## src/rtl/wxr_pkg.sv

```systemverilog
package wxr_pkg;
  localparam logic [7:0] ADR_CTRL   = 8'h00;
  localparam logic [7:0] ADR_TIMING = 8'h04;
  localparam logic [7:0] ADR_CMD    = 8'h08;
  localparam logic [7:0] ADR_LEN    = 8'h0C;
  localparam logic [7:0] ADR_EXPCHK = 8'h10;
  localparam logic [7:0] ADR_CAPCHK = 8'h14;
  localparam logic [7:0] ADR_INTEN  = 8'h18;
  localparam logic [7:0] ADR_INTSTS = 8'h1C;
  localparam logic [7:0] ADR_TX_LO  = 8'h20;
  localparam logic [7:0] ADR_RX_LO  = 8'h30;
  localparam logic [7:0] ADR_TX_HI  = 8'h40;
  localparam logic [7:0] ADR_RX_HI  = 8'h50;

  localparam logic [31:0] MASK_CTRL   = 32'h000F_0731;
  localparam logic [31:0] MASK_TIMING = 32'h0000_FFFF;
  localparam logic [31:0] MASK_LEN    = 32'h80FF_FFFF;
  localparam logic [31:0] MASK_EXPCHK = 32'h00FF_FFFF;
  localparam logic [31:0] MASK_INTEN  = 32'hC000_001F;
  localparam logic [31:0] RST_CTRL    = 32'h0008_0000;

  localparam int NUM_IRQ = 5;

  typedef struct packed {
    logic capture;
  } ctlStrobe_t;
endpackage

```

## src/rtl/wxr_ctrl.sv

```systemverilog
module wxr_ctrl
  import wxr_pkg::*;
#(
  parameter int MAX_BYTES = 32
) (
  input  logic               clk,
  input  logic               rstN,
  input  logic               fireReq,
  input  logic [NUM_IRQ-1:0] statusClr,
  input  logic               xferEnabled,
  input  logic [7:0]         wrLen,
  input  logic [7:0]         rdLen,
  input  logic [NUM_IRQ-1:0] intEn,
  input  logic [3:0]         engState,
  input  logic               engPinMon,
  input  logic               engDone,
  input  logic [3:0]         engErr,
  output logic               engStart,
  output logic               inFlight,
  output logic [NUM_IRQ-1:0] intStatus,
  output ctlStrobe_t         strobe,
  output logic               irq
);
  localparam logic [7:0] LEN_MAX = 8'(MAX_BYTES);

  logic idle, lenOk, accept, doneAcc;

  assign idle    = !inFlight && (engState == 4'd0) && !engPinMon;
  assign lenOk   = (wrLen <= LEN_MAX) && (rdLen <= LEN_MAX);
  assign accept  = fireReq && idle && xferEnabled && lenOk;
  assign doneAcc = engDone && inFlight;

  always_ff @(posedge clk) begin
    if (!rstN) begin
      engStart  <= 1'b0;
      inFlight  <= 1'b0;
      intStatus <= '0;
    end else begin
      engStart <= accept;
      if (accept) inFlight <= 1'b1;
      else if (doneAcc) inFlight <= 1'b0;
      intStatus <= (intStatus & ~statusClr) |
                   (doneAcc ? {engErr, 1'b1} : '0);
    end
  end

  assign strobe.capture = doneAcc;
  assign irq = |(intStatus & intEn);

  AST_START_PULSE: assert property (@(posedge clk) disable iff (!rstN)
    engStart |=> !engStart);
  AST_START_FROM_IDLE: assert property (@(posedge clk) disable iff (!rstN)
    engStart |-> !$past(inFlight));
  AST_LEN_LIMIT: assert property (@(posedge clk) disable iff (!rstN)
    engStart |-> (wrLen <= LEN_MAX && rdLen <= LEN_MAX));
  AST_DONE_FLAG: assert property (@(posedge clk) disable iff (!rstN)
    (engDone && inFlight) |=> (intStatus[0] && !inFlight));
  AST_IRQ_HOLD: assert property (@(posedge clk) disable iff (!rstN)
    (irq && statusClr == '0 && $stable(intEn)) |=> irq);
endmodule

```

## src/rtl/wxr_datapath.sv

```systemverilog
module wxr_datapath
  import wxr_pkg::*;
#(
  parameter int MAX_BYTES = 32
) (
  input  logic                   clk,
  input  logic                   rstN,
  input  logic [7:0]             regAddr,
  input  logic                   regWrEn,
  input  logic [31:0]            regWrData,
  output logic [31:0]            regRdData,
  input  ctlStrobe_t             strobe,
  input  logic [NUM_IRQ-1:0]     intStatus,
  input  logic                   inFlight,
  input  logic [3:0]             engState,
  input  logic                   engPinMon,
  input  logic [8*MAX_BYTES-1:0] engRxBytes,
  input  logic [7:0]             engCapWrChk,
  input  logic [7:0]             engCapRdChk,
  input  logic [13:0]            engNegoResult,
  output logic                   fireReq,
  output logic [NUM_IRQ-1:0]     statusClr,
  output logic                   xferEnabled,
  output logic [7:0]             outTarget,
  output logic [7:0]             outWrLen,
  output logic [7:0]             outRdLen,
  output logic                   outAutoChk,
  output logic [NUM_IRQ-1:0]     intEn,
  output logic [8*MAX_BYTES-1:0] txFlat
);
  localparam int WORDS = MAX_BYTES / 4;
  localparam int HALF  = WORDS / 2;

  function automatic logic [7:0] winAddr(input logic [7:0] lo, input logic [7:0] hi, input int w);
    return (w < HALF) ? lo + 8'(4 * w) : hi + 8'(4 * (w - HALF));
  endfunction

  logic [31:0] ctrlReg, timingReg, lenReg, expReg, intEnReg, capReg;
  logic [13:0] negoReg;
  logic [31:0] txMem [WORDS];
  logic [31:0] rxMem [WORDS];

  function automatic logic hit(input logic [7:0] a);
    return regWrEn && (regAddr == a);
  endfunction

  always_ff @(posedge clk) begin
    if (!rstN) begin
      ctrlReg   <= RST_CTRL;
      timingReg <= '0;
      lenReg    <= '0;
      expReg    <= '0;
      intEnReg  <= '0;
      capReg    <= '0;
      negoReg   <= '0;
    end else begin
      if (hit(ADR_CTRL))   ctrlReg   <= regWrData & MASK_CTRL;
      if (hit(ADR_TIMING)) timingReg <= regWrData & MASK_TIMING;
      if (hit(ADR_LEN))    lenReg    <= regWrData & MASK_LEN;
      if (hit(ADR_EXPCHK)) expReg    <= regWrData & MASK_EXPCHK;
      if (hit(ADR_INTEN))  intEnReg  <= regWrData & MASK_INTEN;
      if (strobe.capture) begin
        capReg  <= {8'h00, engCapRdChk, 8'h00, engCapWrChk};
        negoReg <= engNegoResult;
      end
    end
  end

  for (genvar w = 0; w < WORDS; w++) begin : g_buf
    always_ff @(posedge clk) begin
      if (!rstN) begin
        txMem[w] <= '0;
        rxMem[w] <= '0;
      end else begin
        if (hit(winAddr(ADR_TX_LO, ADR_TX_HI, w))) txMem[w] <= regWrData;
        if (strobe.capture) rxMem[w] <= engRxBytes[32*w +: 32];
      end
    end
    assign txFlat[32*w +: 32] = txMem[w];
  end

  assign fireReq     = hit(ADR_CMD) && regWrData[0];
  assign statusClr   = hit(ADR_INTSTS) ? regWrData[NUM_IRQ-1:0] : '0;
  assign xferEnabled = ctrlReg[0] && ctrlReg[4];
  assign outTarget   = lenReg[7:0];
  assign outWrLen    = lenReg[15:8];
  assign outRdLen    = lenReg[23:16];
  assign outAutoChk  = lenReg[31];
  assign intEn       = intEnReg[NUM_IRQ-1:0];

  always_comb begin
    regRdData = '0;
    unique case (regAddr)
      ADR_CTRL:   regRdData = ctrlReg;
      ADR_TIMING: regRdData = timingReg;
      ADR_CMD:    regRdData = {engPinMon, 3'b000, engState, 23'd0, inFlight};
      ADR_LEN:    regRdData = lenReg;
      ADR_EXPCHK: regRdData = expReg;
      ADR_CAPCHK: regRdData = capReg;
      ADR_INTEN:  regRdData = intEnReg;
      ADR_INTSTS: regRdData = {2'b00, negoReg, 11'd0, intStatus};
      default: begin
        for (int w = 0; w < WORDS; w++) begin
          if (regAddr == winAddr(ADR_TX_LO, ADR_TX_HI, w)) regRdData = txMem[w];
          if (regAddr == winAddr(ADR_RX_LO, ADR_RX_HI, w)) regRdData = rxMem[w];
        end
      end
    endcase
  end

  AST_RX_STABLE: assert property (@(posedge clk) disable iff (!rstN)
    !strobe.capture |=> $stable(rxMem[0]) && $stable(rxMem[WORDS-1]));
  AST_CTRL_MASK: assert property (@(posedge clk) disable iff (!rstN)
    (ctrlReg & ~MASK_CTRL) == 32'd0);
endmodule

```

## src/rtl/wire_xfer_regs.sv

```systemverilog
module wire_xfer_regs
  import wxr_pkg::*;
#(
  parameter int MAX_BYTES = 32
) (
  input  logic                   clk,
  input  logic                   rstN,
  input  logic [7:0]             regAddr,
  input  logic                   regWrEn,
  input  logic [31:0]            regWrData,
  output logic [31:0]            regRdData,
  output logic                   irq,
  output logic                   engStart,
  output logic [7:0]             engTarget,
  output logic [7:0]             engWrLen,
  output logic [7:0]             engRdLen,
  output logic                   engAutoChk,
  output logic [8*MAX_BYTES-1:0] engTxBytes,
  input  logic [3:0]             engState,
  input  logic                   engPinMon,
  input  logic                   engDone,
  input  logic [3:0]             engErr,
  input  logic [8*MAX_BYTES-1:0] engRxBytes,
  input  logic [7:0]             engCapWrChk,
  input  logic [7:0]             engCapRdChk,
  input  logic [13:0]            engNegoResult
);
  ctlStrobe_t         strobe;
  logic [NUM_IRQ-1:0] intStatus, statusClr, intEn;
  logic               inFlight, fireReq, xferEnabled;

  wxr_datapath #(.MAX_BYTES(MAX_BYTES)) data_i (
    .clk(clk), .rstN(rstN), .regAddr(regAddr), .regWrEn(regWrEn),
    .regWrData(regWrData), .regRdData(regRdData), .strobe(strobe),
    .intStatus(intStatus), .inFlight(inFlight), .engState(engState),
    .engPinMon(engPinMon), .engRxBytes(engRxBytes), .engCapWrChk(engCapWrChk),
    .engCapRdChk(engCapRdChk), .engNegoResult(engNegoResult),
    .fireReq(fireReq), .statusClr(statusClr), .xferEnabled(xferEnabled),
    .outTarget(engTarget), .outWrLen(engWrLen), .outRdLen(engRdLen),
    .outAutoChk(engAutoChk), .intEn(intEn), .txFlat(engTxBytes)
  );

  wxr_ctrl #(.MAX_BYTES(MAX_BYTES)) ctrl_i (
    .clk(clk), .rstN(rstN), .fireReq(fireReq), .statusClr(statusClr),
    .xferEnabled(xferEnabled), .wrLen(engWrLen), .rdLen(engRdLen),
    .intEn(intEn), .engState(engState), .engPinMon(engPinMon),
    .engDone(engDone), .engErr(engErr), .engStart(engStart),
    .inFlight(inFlight), .intStatus(intStatus), .strobe(strobe), .irq(irq)
  );
endmodule

```

## config.mk

```make
export PLATFORM = sky130hd
export DESIGN_NAME = wire_xfer_regs
export DESIGN_NICKNAME = d
export VERILOG_FILES = /design/src/rtl/wxr_pkg.sv /design/src/rtl/wxr_ctrl.sv /design/src/rtl/wxr_datapath.sv /design/src/rtl/wire_xfer_regs.sv
export SDC_FILE = /design/constraint.sdc
export NUM_CORES = 1
export LEC_CHECK = 0
export BUFFER_PORTS_ARGS = -buffer_cell sky130_fd_sc_hd__buf_4
export CELL_PAD_IN_SITES_DETAIL_PLACEMENT = 1
export CELL_PAD_IN_SITES_GLOBAL_PLACEMENT = 1
export CORE_MARGIN = 4
export CORE_UTILIZATION = 43
export CTS_BUF_LIST = sky130_fd_sc_hd__clkbuf_16
export CTS_CLUSTER_SIZE = 12
export DETAILED_ROUTE_END_ITERATION = 16
export GPL_TIMING_DRIVEN = 0
export PLACE_DENSITY = 0.85
export RECOVER_POWER = 25
export REMOVE_ABC_BUFFERS = 1
export SLEW_MARGIN = 20
export SYNTH_ARGS = -nofsm -noshare
export SYNTH_HDL_FRONTEND = slang
export SYNTH_SLANG_ARGS = --single-unit
```

## constraint.sdc

```tcl
create_clock -name clk -period 7.8 [get_ports clk]
set_input_delay 0.39 -clock clk [delete_from_list [all_inputs] [get_ports clk]]
set_output_delay 0.39 -clock clk [all_outputs]
set_load 0.03 [all_outputs]
```

==> flow_metrics.py <==
metrics = {
    "place": {
        "port_buffers": 653,
        "gp_congestion": 0.910,
        "pre_cts_ws_ns": 2.95,
        "placed_cell_area_um2": 36900,
        "hpwlAfterDp_um": 108000,
    },
    "route": {
        "vias": 28100,
        "drc_errors": 0,
        "drtIter0Drc": 4256,
        "drt_pass1_iterations": 6,
        "wire_per_inst_um": 36.8,
        "ant_nets": 0,
        "via_per_inst": 6.56,
        "finalWirelength_um": 157000,
    },
    "clock_network": {
        "root_buffer": "clkbuf_16",
        "cts.sinks": 631,
        "path_clk_slew_ns": 0.06,
        "htreeDepth": 3,
        "cts.repair.resized": 0,
        "post_cts.repair.setup_buffers": 0,
        "cts_tree": "built",
        "clockBufferDepth": 3,
        "insertion_delay_ns": 0.62,
        "numCtsBuffers": 72,
    },
    "synth": {
        "ys.flop_type": "edfxtp_1",
        "syn_avg_cell_area_um2": 11.4,
        "synth_edf_count": 512,
        "synth.distinct_cells": 89,
        "synthArstFlopShare_pct": 0,
        "syn_inst": 2671,
        "synth_seq_area_share_pct": 58.5,
        "ys_warn_count": 0,
        "ys_ff_latch": 631,
        "netlist_area_um2": 30400,
    },
    "finish": {
        "layout_commonest_cell": "edfxtp_1",
        "area_delta_synth_final_pct": 26.3,
        "mostFrequentLayoutCells": "edfxtp_1, and2_1, buf_4",
        "final_nets": 3609,
        "postLayoutCellArea_um2": 38300,
        "num-fill-cells": 7525,
        "drive_above_1_share_pct": 19.9,
        "final_core_util_pct": 54.8,
    },
    "min_path": {
        "hold_path.class": "input pin to flip-flop",
    },
    "sta": {
        "fin_crit_ns": 4.81,
        "fmax_mhz": 208,
        "fin_ws_ns": 2.99,
        "rsz0062_at_grt": "no",
        "slew_viol_final": 88,
        "setup_viol": 0,
        "relSlewSlack_pct": -104,
        "post-route-period-util_pct": 61.6,
        "tightest_slew_ns": 3.07,
        "hold_violations": 0,
        "clock_skew_ns": 0.0208,
    },
    "power_and_ir_drop": {
        "peakVddDrop_uv": 201,
        "p_per_area_nw_per_um2": 209,
        "p_leak_nw": 14.0,
    },
    "grt": {
        "overflow": 0,
        "grt_use_total_pct": 40.6,
        "grt_pass1_vias": 29100,
        "antenna_found_initial": 17,
        "grt_pass1_wl_um": 216000,
        "grt_max_degree": 101,
    },
    "worst_setup_path": {
        "start_kind": "input pin",
        "cp.arrival_ns": 4.42,
        "path_max_fanout": 72,
        "cp-end-kind": "output pin",
        "critPathRequiredTime_ns": 7.41,
        "path_class": "input pin to output pin",
    },
    "outcome": {
        "violations": "capacitance limit, slew limit",
        "outcome": "complete, but fails checks",
    },
    "floorplan": {
        "die_w_um": 274,
        "fp.coreArea_um2": 70000,
        "ioPinCount": 654,
        "num_rows": 97,
        "dieArea_um2": 74900,
        "start_util_pct": 43.4,
        "fp.dieH_um": 274,
    },
    "run": {
        "cap_violations": 1,
    },
}
## synthesized netlist by cell type (17+ instances only)
cell type	count	share of area [%]
a211oi_1	27	0.67
a21boi_0	39	0.96
a21boi_1	36	0.89
a21oi_1	154	2.5
a221oi_1	24	0.69
a22o_1	40	1.2
a22oi_1	32	0.79
and2_1	516	11
buf_2	92	1.5
buf_4	22	0.54
clkbuf_1	102	1.3
dfxtp_1	119	7.8
edfxtp_1	512	51
mux2_2	30	1.1
mux2i_1	55	1.8
nand2_1	244	3.0
nand3_1	40	0.66
nor2_1	76	0.94
nor2b_1	17	0.35
nor3_1	29	0.48
o21ai_0	134	2.2
o22ai_1	38	0.78
## metal layers
metal / up-vias / GRT usage (%) / share of wire [%]
li1: 11000 / - / -
met1: 13900 / 47.5 / 33
met2: 2451 / 65.1 / 46
met3: 733 / 12.1 / 13
met4: 0 / 26.4 / 8.2
met5: - / 0 / 0
## registers in the layout, indices dropped and copies added, names as in the netlist
signal,flops
data_i.lenReg,25
data_i.capReg,16
data_i.txMem,256
data_i.expReg,24
ctrl_i.intStatus,5
data_i.negoReg,14
ctrl_i.inFlight,1
data_i.timingReg,16
ctrl_i.engStart,1
data_i.intEnReg,7
data_i.ctrlReg,10
data_i.rxMem,256
## repair_timing
action	CTS	global route
endpoints found under the hold margin	29	0
hold buffers	29	0
setup endpoints to repair	0	0
## path summary, 6_finish.rpt
| check | from | end | slack (ns) | cells past startpoint |
|---|---|---|---|---|
| min | engNegoResult[13] | data_i.negoReg[13] | 0.02 | 2 |
| max reg2reg | ctrl_i.inFlight | data_i.rxMem[0][20] | 3.98 | 4 |
| min reg2reg | data_i.expReg[14] | data_i.expReg[14] | 0.46 | 2 |
| max | regAddr[3] | regRdData[30] | 2.99 | 10 |
## per-stage QoR
stage                     power, mW  setup TNS, ns  hold WS, ns  std cells
after global routing           8.16              0       0.0162       4269
after CTS                      8.03              0      0.00150       4266
final                          8.02              0       0.0216       4279
after global placement         4.78       -2176.08        0.439       4032
after floorplan                4.23              0        0.432       2439
after detailed placement       4.83              0        0.448       4107
## cell families (layout without fill, tap and decap cells)
| kind of cell | count (synthesis) | in the layout | synth area share [%] |
|---|---|---|---|
| buffers and inverters | 238 | 893 | 3.85 |
| muxes | 89 | 89 | 3.22 |
| DFF | 631 | 631 | 58.5 |
| and+or+nand+nor | 1016 | 1016 | 18.9 |
| other | 0 | 13 | 0 |
| AOI/OAI and AO/OA | 697 | 697 | 15.5 |
## final cells by class
| class | count | area [µm²] | share of cell area, % |
|---|---|---|---|
| clock inverter | 56 | 312 | 0.812 |
| timing repair buffer | 757 | 5500 | 14.3 |
| antenna | 13 | 32.5 | 0.0848 |
| tap | 940 | 1180 | 3.07 |
| sequential | 631 | 17800 | 46.3 |
| inverter | 6 | 35.0 | 0.0914 |
| multi-input combinational | 1802 | 11700 | 30.5 |
| clock buffer | 74 | 1850 | 4.83 |
## report_power, final
group	total [mW]	switching, mW	internal, mW
logic	0.925	0.640	0.285
registers	3.83	0.0780	3.75
clock network	3.27	1.48	1.79
## critical path, cell delays in order
cell	delay (ns)
buf_6	0.62
nor4b_4	0.72
buf_6	0.25
buf_4	0.23
nand2_2	0.56
o22ai_1	0.37
a31oi_1	0.08
o22ai_1	0.53
a32oi_1	0.26
buf_4	0.24
(Power assumes the default switching activity.)
